## config.mk

```make
export PLATFORM = sky130hd
export DESIGN_NAME = nand_cmd_seq
export DESIGN_NICKNAME = d
export VERILOG_FILES = /design/src/rtl/nand_cmd_seq.sv
export SDC_FILE = /design/constraint.sdc
export NUM_CORES = 1
export LEC_CHECK = 0
export ABC_CLOCK_PERIOD_IN_PS = 3250
export BUFFER_PORTS_ARGS = -buffer_cell sky130_fd_sc_hd__clkbuf_2
export CELL_PAD_IN_SITES_DETAIL_PLACEMENT = 2
export CELL_PAD_IN_SITES_GLOBAL_PLACEMENT = 2
export CORE_MARGIN = 1
export CORE_UTILIZATION = 32
export CTS_CLUSTER_DIAMETER = 200
export CTS_CLUSTER_SIZE = 10
export DETAILED_ROUTE_END_ITERATION = 7
export PLACE_DENSITY = 0.86
export SYNTH_ARGS = -nofsm -noshare
export SYNTH_HDL_FRONTEND = slang
export SYNTH_SLANG_ARGS = --single-unit
```

## constraint.sdc

```tcl
create_clock -name clk -period 3.25 [get_ports clk]
set_input_delay 0.4875 -clock clk [delete_from_list [all_inputs] [get_ports clk]]
set_output_delay 0.4875 -clock clk [all_outputs]
set_load 0.05 [all_outputs]
```

## src/rtl/nand_cmd_seq.sv

```systemverilog
module nand_cmd_seq #(
  parameter int TW = 6,
  parameter int TOW = 12,
  parameter int RDW = 8,
  parameter logic [7:0] ID_CMD = 8'h90,
  parameter logic [7:0] STATUS_CMD = 8'h70,
  parameter logic [7:0] DUMMY_CMD = 8'h00
) (
  input  logic           clk,
  input  logic           rst_n,
  input  logic           req_valid,
  output logic           req_ready,
  input  logic [7:0]     req_cmd,
  input  logic [30:0]    req_addr,
  input  logic [2:0]     req_naddr,
  input  logic           req_row_only,
  input  logic           req_has_post,
  input  logic [7:0]     req_post_cmd,
  input  logic [RDW-1:0] req_nread,
  input  logic [TW-1:0]  cfg_we_lo,
  input  logic [TW-1:0]  cfg_we_hi,
  input  logic [TW-1:0]  cfg_re_lo,
  input  logic [TW-1:0]  cfg_rd_dly,
  input  logic [TOW-1:0] cfg_busy_to,
  output logic           busy,
  output logic           done,
  output logic           err,
  output logic           rd_valid,
  output logic [7:0]     rd_data,
  output logic           nand_ce_n,
  output logic           nand_cle,
  output logic           nand_ale,
  output logic           nand_we_n,
  output logic           nand_re_n,
  output logic [7:0]     nand_dq_o,
  output logic           nand_dq_oe,
  input  logic [7:0]     nand_dq_i,
  input  logic           nand_rb_n
);
  localparam int CW = (TOW > TW) ? TOW : TW;

  typedef enum logic [3:0] {
    S_IDLE, S_PRE, S_CMD, S_ADDR, S_POST, S_WLO, S_WHI, S_RDLY, S_READ
  } st_t;

  st_t st, tgt, after_addr;
  logic adv, ph, has_post_q, id_flag;
  logic [CW-1:0] cnt;
  logic [2:0] aidx, aend;
  logic [7:0] cmd_q, post_q, abyte;
  logic [30:0] addr_q;
  logic [RDW-1:0] nrd_q;

  function automatic logic [CW-1:0] ld(input logic [TW-1:0] v);
    return (v == '0) ? '0 : CW'(v) - CW'(1);
  endfunction

  wire [3:0] req_last = {1'b0, req_naddr} + (req_row_only ? 4'd2 : 4'd0);
  wire req_bad = req_last > 4'd5;
  wire wr_st = st inside {S_PRE, S_CMD, S_ADDR, S_POST};
  wire slot_end = wr_st && ph && (cnt == '0);

  assign busy = (st != S_IDLE);
  assign req_ready = (st == S_IDLE);
  assign nand_ce_n = (st == S_IDLE);
  assign nand_cle = st inside {S_PRE, S_CMD, S_POST};
  assign nand_ale = (st == S_ADDR);
  assign nand_we_n = !(wr_st && !ph);
  assign nand_re_n = !(st == S_READ && !ph);
  assign nand_dq_oe = wr_st;

  always_comb begin
    case (aidx)
      3'd0: abyte = addr_q[7:0];
      3'd1: abyte = {4'h0, addr_q[11:8]};
      3'd2: abyte = addr_q[19:12];
      3'd3: abyte = addr_q[27:20];
      default: abyte = {5'h0, addr_q[30:28]};
    endcase
    case (st)
      S_PRE:  nand_dq_o = DUMMY_CMD;
      S_CMD:  nand_dq_o = cmd_q;
      S_ADDR: nand_dq_o = abyte;
      S_POST: nand_dq_o = post_q;
      default: nand_dq_o = 8'h00;
    endcase
  end

  always_comb begin
    after_addr = has_post_q ? S_POST : ((nrd_q != '0) ? S_RDLY : S_IDLE);
    adv = 1'b0;
    tgt = S_IDLE;
    case (st)
      S_IDLE: begin
        adv = req_valid && !req_bad;
        tgt = (req_cmd == STATUS_CMD && id_flag) ? S_PRE : S_CMD;
      end
      S_PRE:  begin adv = slot_end; tgt = S_CMD; end
      S_CMD:  begin adv = slot_end; tgt = (aidx != aend) ? S_ADDR : after_addr; end
      S_ADDR: begin adv = slot_end && (3'(aidx + 3'd1) == aend); tgt = after_addr; end
      S_POST: begin adv = slot_end; tgt = S_WLO; end
      S_WLO:  begin adv = !nand_rb_n || cnt == '0; tgt = S_WHI; end
      S_WHI:  begin adv = nand_rb_n; tgt = (nrd_q != '0) ? S_RDLY : S_IDLE; end
      S_RDLY: begin adv = (cnt == '0); tgt = S_READ; end
      S_READ: begin adv = ph && cnt == '0 && nrd_q == RDW'(1); tgt = S_IDLE; end
      default: begin adv = 1'b1; tgt = S_IDLE; end
    endcase
  end

  always_ff @(posedge clk or negedge rst_n) begin
    if (!rst_n) begin
      st <= S_IDLE; ph <= 1'b0; cnt <= '0; aidx <= '0; aend <= '0;
      cmd_q <= '0; post_q <= '0; has_post_q <= 1'b0; addr_q <= '0; nrd_q <= '0;
      id_flag <= 1'b0; done <= 1'b0; err <= 1'b0; rd_valid <= 1'b0; rd_data <= '0;
    end else begin
      done <= 1'b0;
      err <= 1'b0;
      rd_valid <= 1'b0;
      if (st == S_IDLE && req_valid) begin
        if (req_bad) err <= 1'b1;
        else begin
          cmd_q <= req_cmd; post_q <= req_post_cmd; has_post_q <= req_has_post;
          addr_q <= req_addr; nrd_q <= req_nread;
          aidx <= req_row_only ? 3'd2 : 3'd0;
          aend <= req_last[2:0];
        end
      end
      if (st == S_CMD && slot_end) id_flag <= (cmd_q == ID_CMD);
      if (adv) begin
        st <= tgt;
        case (tgt)
          S_PRE, S_CMD, S_ADDR, S_POST: begin ph <= 1'b0; cnt <= ld(cfg_we_lo); end
          S_WLO:  cnt <= CW'(cfg_busy_to);
          S_RDLY: cnt <= ld(cfg_rd_dly);
          S_READ: begin ph <= 1'b0; cnt <= ld(cfg_re_lo); end
          S_IDLE: done <= 1'b1;
          default: ;
        endcase
      end else if (wr_st) begin
        if (cnt != '0) cnt <= cnt - CW'(1);
        else if (!ph) begin ph <= 1'b1; cnt <= ld(cfg_we_hi); end
        else begin aidx <= aidx + 3'd1; ph <= 1'b0; cnt <= ld(cfg_we_lo); end
      end else if (st == S_WLO || st == S_RDLY) begin
        cnt <= cnt - CW'(1);
      end else if (st == S_READ) begin
        if (cnt != '0) cnt <= cnt - CW'(1);
        else if (!ph) begin
          rd_valid <= 1'b1; rd_data <= nand_dq_i; ph <= 1'b1; cnt <= ld(cfg_we_hi);
        end else begin
          nrd_q <= nrd_q - RDW'(1); ph <= 1'b0; cnt <= ld(cfg_re_lo);
        end
      end
    end
  end

  assert_cle_ale_excl_R1: assert property (@(posedge clk) disable iff (!rst_n)
    !(nand_cle && nand_ale));
  assert_we_hold_R1: assert property (@(posedge clk) disable iff (!rst_n)
    !nand_we_n |=> (nand_dq_oe && $stable(nand_dq_o) && $stable(nand_cle) && $stable(nand_ale)));
  assert_ce_on_strobe_R2: assert property (@(posedge clk) disable iff (!rst_n)
    (!nand_we_n || !nand_re_n) |-> !nand_ce_n);
  assert_no_drive_read_R6: assert property (@(posedge clk) disable iff (!rst_n)
    !nand_re_n |-> !nand_dq_oe);
  assert_reject_quiet_R8: assert property (@(posedge clk) disable iff (!rst_n)
    err |-> (nand_ce_n && !done));
  assert_done_ends_R9: assert property (@(posedge clk) disable iff (!rst_n)
    done |-> (!busy && nand_ce_n));
endmodule

```

# Yosys cells after proc, flatten, opt, wreduce, memory -nomap -nowiden
# Cells that the tools add are included.
# word_totals
regBits,91
wordCells,149
# classes
add_sub_neg,8
magnitude_cmp,1
n_eq_ne,26
n_mux,53
n_bitwise,6
n_reduce_logical,40
# op_table
op,n
$mux 12,12
$mux 8,8
$pmux 12 s4,1
$pmux 4 s8,1
$pmux 8 s4,1
$eq 4x3->1 const B,7
$sub 6x1->7 const B,4
$logic_not 6->1,4
$pmux 8 s3,1
$mux 3,7
$eq 4x2->1 const B,4
$mux 1,16
$logic_not 12->1,1
$reduce_bool 12->1,1
$reduce_bool 4->1,3
$sub 12x1->12 const B,1
$logic_and 1x1->1,11
$eq 4x1->1 const B,2
$eq 4x4->1 const B,2
$eq 8x1->1 const B,1
$eq 8x7->1 const B,1
$eq 8x8->1 const B,1
$logic_not 4->1,2
$mux 4,2
25 further kinds,40

# Longest topological paths before layout
# logic_depth
depth_word,11
ltp_mapped,11

# Worst setup path after synthesis
# Ideal clock, no wire load.
# synth_path
kind,register to output
startpoint,register aidx[2]
endpoint,output nand_dq_o[1]
arrival_ps,2502
required_time_ps,2762
slack_ps,261
stages_incl_launch_ff,11
cell_sequence,dfrtp_1 -> clkbuf_1 -> inv_1 -> ha_1 -> clkbuf_1 -> a22oi_1 -> a21oi_1 -> a21oi_1 -> nor2_1 -> a21oi_1 -> o21ai_0
# synth_between
elab_chain_cells,3
# synth_lines
item,line,source
start: declaration,49,"logic [2:0] aidx, aend;"
start signal: assignment,124,aidx <= req_row_only ? 3'd2 : 3'd0;
"$eq 3x2->1, or another cell as far along",73,case (aidx)
$pmux 8 s4 (*),73,
$pmux 8 s3 (*),80,case (st)
end: declaration,35,"output logic [7:0] nand_dq_o,"
# Mark *: on every way between the ends. The rest lies on a longest branch, timed or not.

# Worst setup path in the final report
# layout_path
startpoint,register aidx[0]
endpoint,output nand_dq_o[2]
# The elaborated chain is that of the path after synthesis.

==> metrics <==
Unique masters post-synth=84; # hold bufs at CTS=0; Seq/Total Area, Yosys=0.390; initial core utilization=0.326; vias in the first global route=6544; reg-to-reg slack, setup=0.18 ns; CP startpoint kind=register; die outline area=18800 µm²; routed via count=5941; most frequent cells in the layout=nand2_1, clkbuf_2, dfrtp_1, nor2_1, inv_1; CP Max Fanout=8; Post-synth EDFFs=0; syn_area_per_cell=8.46 µm²; top cell type's share of synthesized area=0.390; total gr overflow=0; # IOs=135; gpl congestion=0.893; max-slew violation count=0; synth warn=0; GRT Util Overall=0.247; initial antenna violation count=0; total setup buffers inserted after CTS=0; FF-to-FF Start=cnt[0]; prevailing post-synth register cell=dfrtp_1; unrepaired setup endpoints after global routing=false; Static Leak=3.54 nW; endpoint class of the critical path=output pin; status=completed; Initial DRC Count=235; total core area=17900 µm²; Critical path origin=aidx[0]; Post-Synth XOR/XNOR Area=0.0210; Maximum Capacitance Violations=0; Multi-input gate area=3300 µm²; H-tree lvl count=3; CP required=2.76 ns; largest cells by area after synthesis=dfrtp_1, nand2_1, ha_1; Mapped Area=5840 µm²; Arr. time, crit path=2.61 ns; Vias/cell=5.58; ant diodes=0; Layout Utilization=0.403; worst vdd ir=214 µV; commonest non-fill, non-tap cell in the layout=nand2_1; Achievable Freq=0.323 GHz; cts repair resizes=0; worst hold slack=0.235 ns; clk sink count=91; Slew @ Worst Pin=0.857 ns; post-synthesis cell type with the largest combined area=dfrtp_1; main combinational cell family by area after synthesis=simple AND/OR/NAND/NOR gates; Fin Clk Skew=0.00589 ns; dpl ws=0.107 ns; clock buffer depth=2; Final WS setup=0.149 ns; largest net degree at the start of global routing=64; Setup CP Type=register to output pin; Vert. Die Dim=137 µm; final hold vios=0; worst reg-to-reg path cell count=9; final WL=22100 µm; per-cell routed wire length=20.8 µm; post-synthesis net count=812; Final Net Count=953; detailed placement HPWL=16700 µm; Die X=137 µm; Tmin final=3.10 ns; fin crit share=0.954; Worst-path clk slew=0.06 ns; Port Buffer Count=134; Compound-Gate Fraction of Synth Area=0.207; Synth Area in Simple Gates=0.275; DRC violations left=0; Pre-antenna DRT Iters=5; Max-slew headroom=0.428; Async SR Flop Fraction=1.00; clk root buf=clkbuf_16; Critical R2R Capture=cnt[7]; multiplexer share of the synthesized area=0.0283; Adder-Cell Fraction of Synth Area=0.0300; P&R area growth vs syn=23.7%; post-route ant nets=0; FF+latch area=2280 µm²; num rows=49; setup TNS=0 ns; layout cells sized above 1=0.257; worst hold path class=input pin to asynchronous set/reset pin; TritonCTS buffer count=9; Pwr per Cell Area=481 nW/µm²; FF+latch count, synth=91; CTS tree=done; Finish-stage setup viols=0; clock latency on the worst-skew pair=0.36 ns; first-pass GRT wire length=35200 µm; Cells after Synth=690; fill count=2065
[per-layer routing]
metal	wire (µm)	GRT usage	vias to the layer above
li1	-	-	2757
met2	11400	0.447	160
met4	682	0.111	0
met3	846	0.0274	45
met5	0	0	-
met1	9180	0.291	2979
[registers in the layout (all words and copies together), names as in the netlist, 3 cells and up]
register and count:
addr_q 31, aend 3, aidx 3, cmd_q 8
cnt 12, nrd_q 8, post_q 8, rd_data 8
st 4
[area by class of cell]
type,instances,share of cell area
Inverter,31,0.0161
Sequential cell,91,0.315
Clock inverter,7,0.0192
Tap cell,229,0.0397
Timing Repair Buffer,159,0.121
Clock buffer,9,0.0312
Multi-Input combinational cell,539,0.457
[report_power, final]
group / internal [W] / total, W / switching [W]
logic: 0.000336 / 0.000815 / 0.000479
registers: 0.00122 / 0.00135 / 0.000131
clock network: 0.000830 / 0.00130 / 0.000473
total: 0.00239 / 0.00347 / 0.00108
[worst max-delay path, cell delays in order, from the launching register on]
cell,delay [ns]
dfrtp_1,0.46
ha_1,0.20
ha_1,0.40
a22oi_1,0.16
a21oi_1,0.20
a21oi_1,0.11
nor2_1,0.13
a21oi_1,0.06
o21ai_0,0.22
clkbuf_2,0.32
[cells by family after synthesis]
logic type,Yosys count
muxes,15
DFF,91
AOI/OAI and AO/OA,162
xor gates and xnor gates,14
adders and majority gates,14
and+or+nand+nor,334
buffers and inverters,60
[cell usage after synthesis, drive strengths merged, types with 7 or more instances]
cell type  number
a311oi          9
a21oi          25
clkbuf         18
nand3          10
xnor2          10
nor3           29
o21ai          31
dfrtp          91
nor4           10
nor3b           7
nor2           40
ha             14
a22oi          22
mux2            9
nand2         189
inv            30
nand2b          8
or3             7
o22ai           7
buf            11
[through the flow]
stage                     area, µm²  std cells  total power (W)
final                          7220       1065          0.00347
after global routing           7220       1065          0.00361
after CTS                      7200       1065          0.00349
after detailed placement       6840       1049          0.00217
after global placement         6840       1049          0.00213
after floorplan                5840        690          0.00184
[worst max-delay path by stage]
stage / depth (start not counted) / end / slack, ns
finish: 9 / nand_dq_o[2] / 0.15
global route: 9 / nand_dq_o[2] / 0.01
CTS: 9 / cnt[7] / 0.1
detailed placement: 9 / rd_data[6] / 0.11
global placement: 9 / cnt[1] / 0.34
floorplan: 10 / nand_dq_o[1] / 0.26
Note: power is estimated with default switching activity, not from simulation.
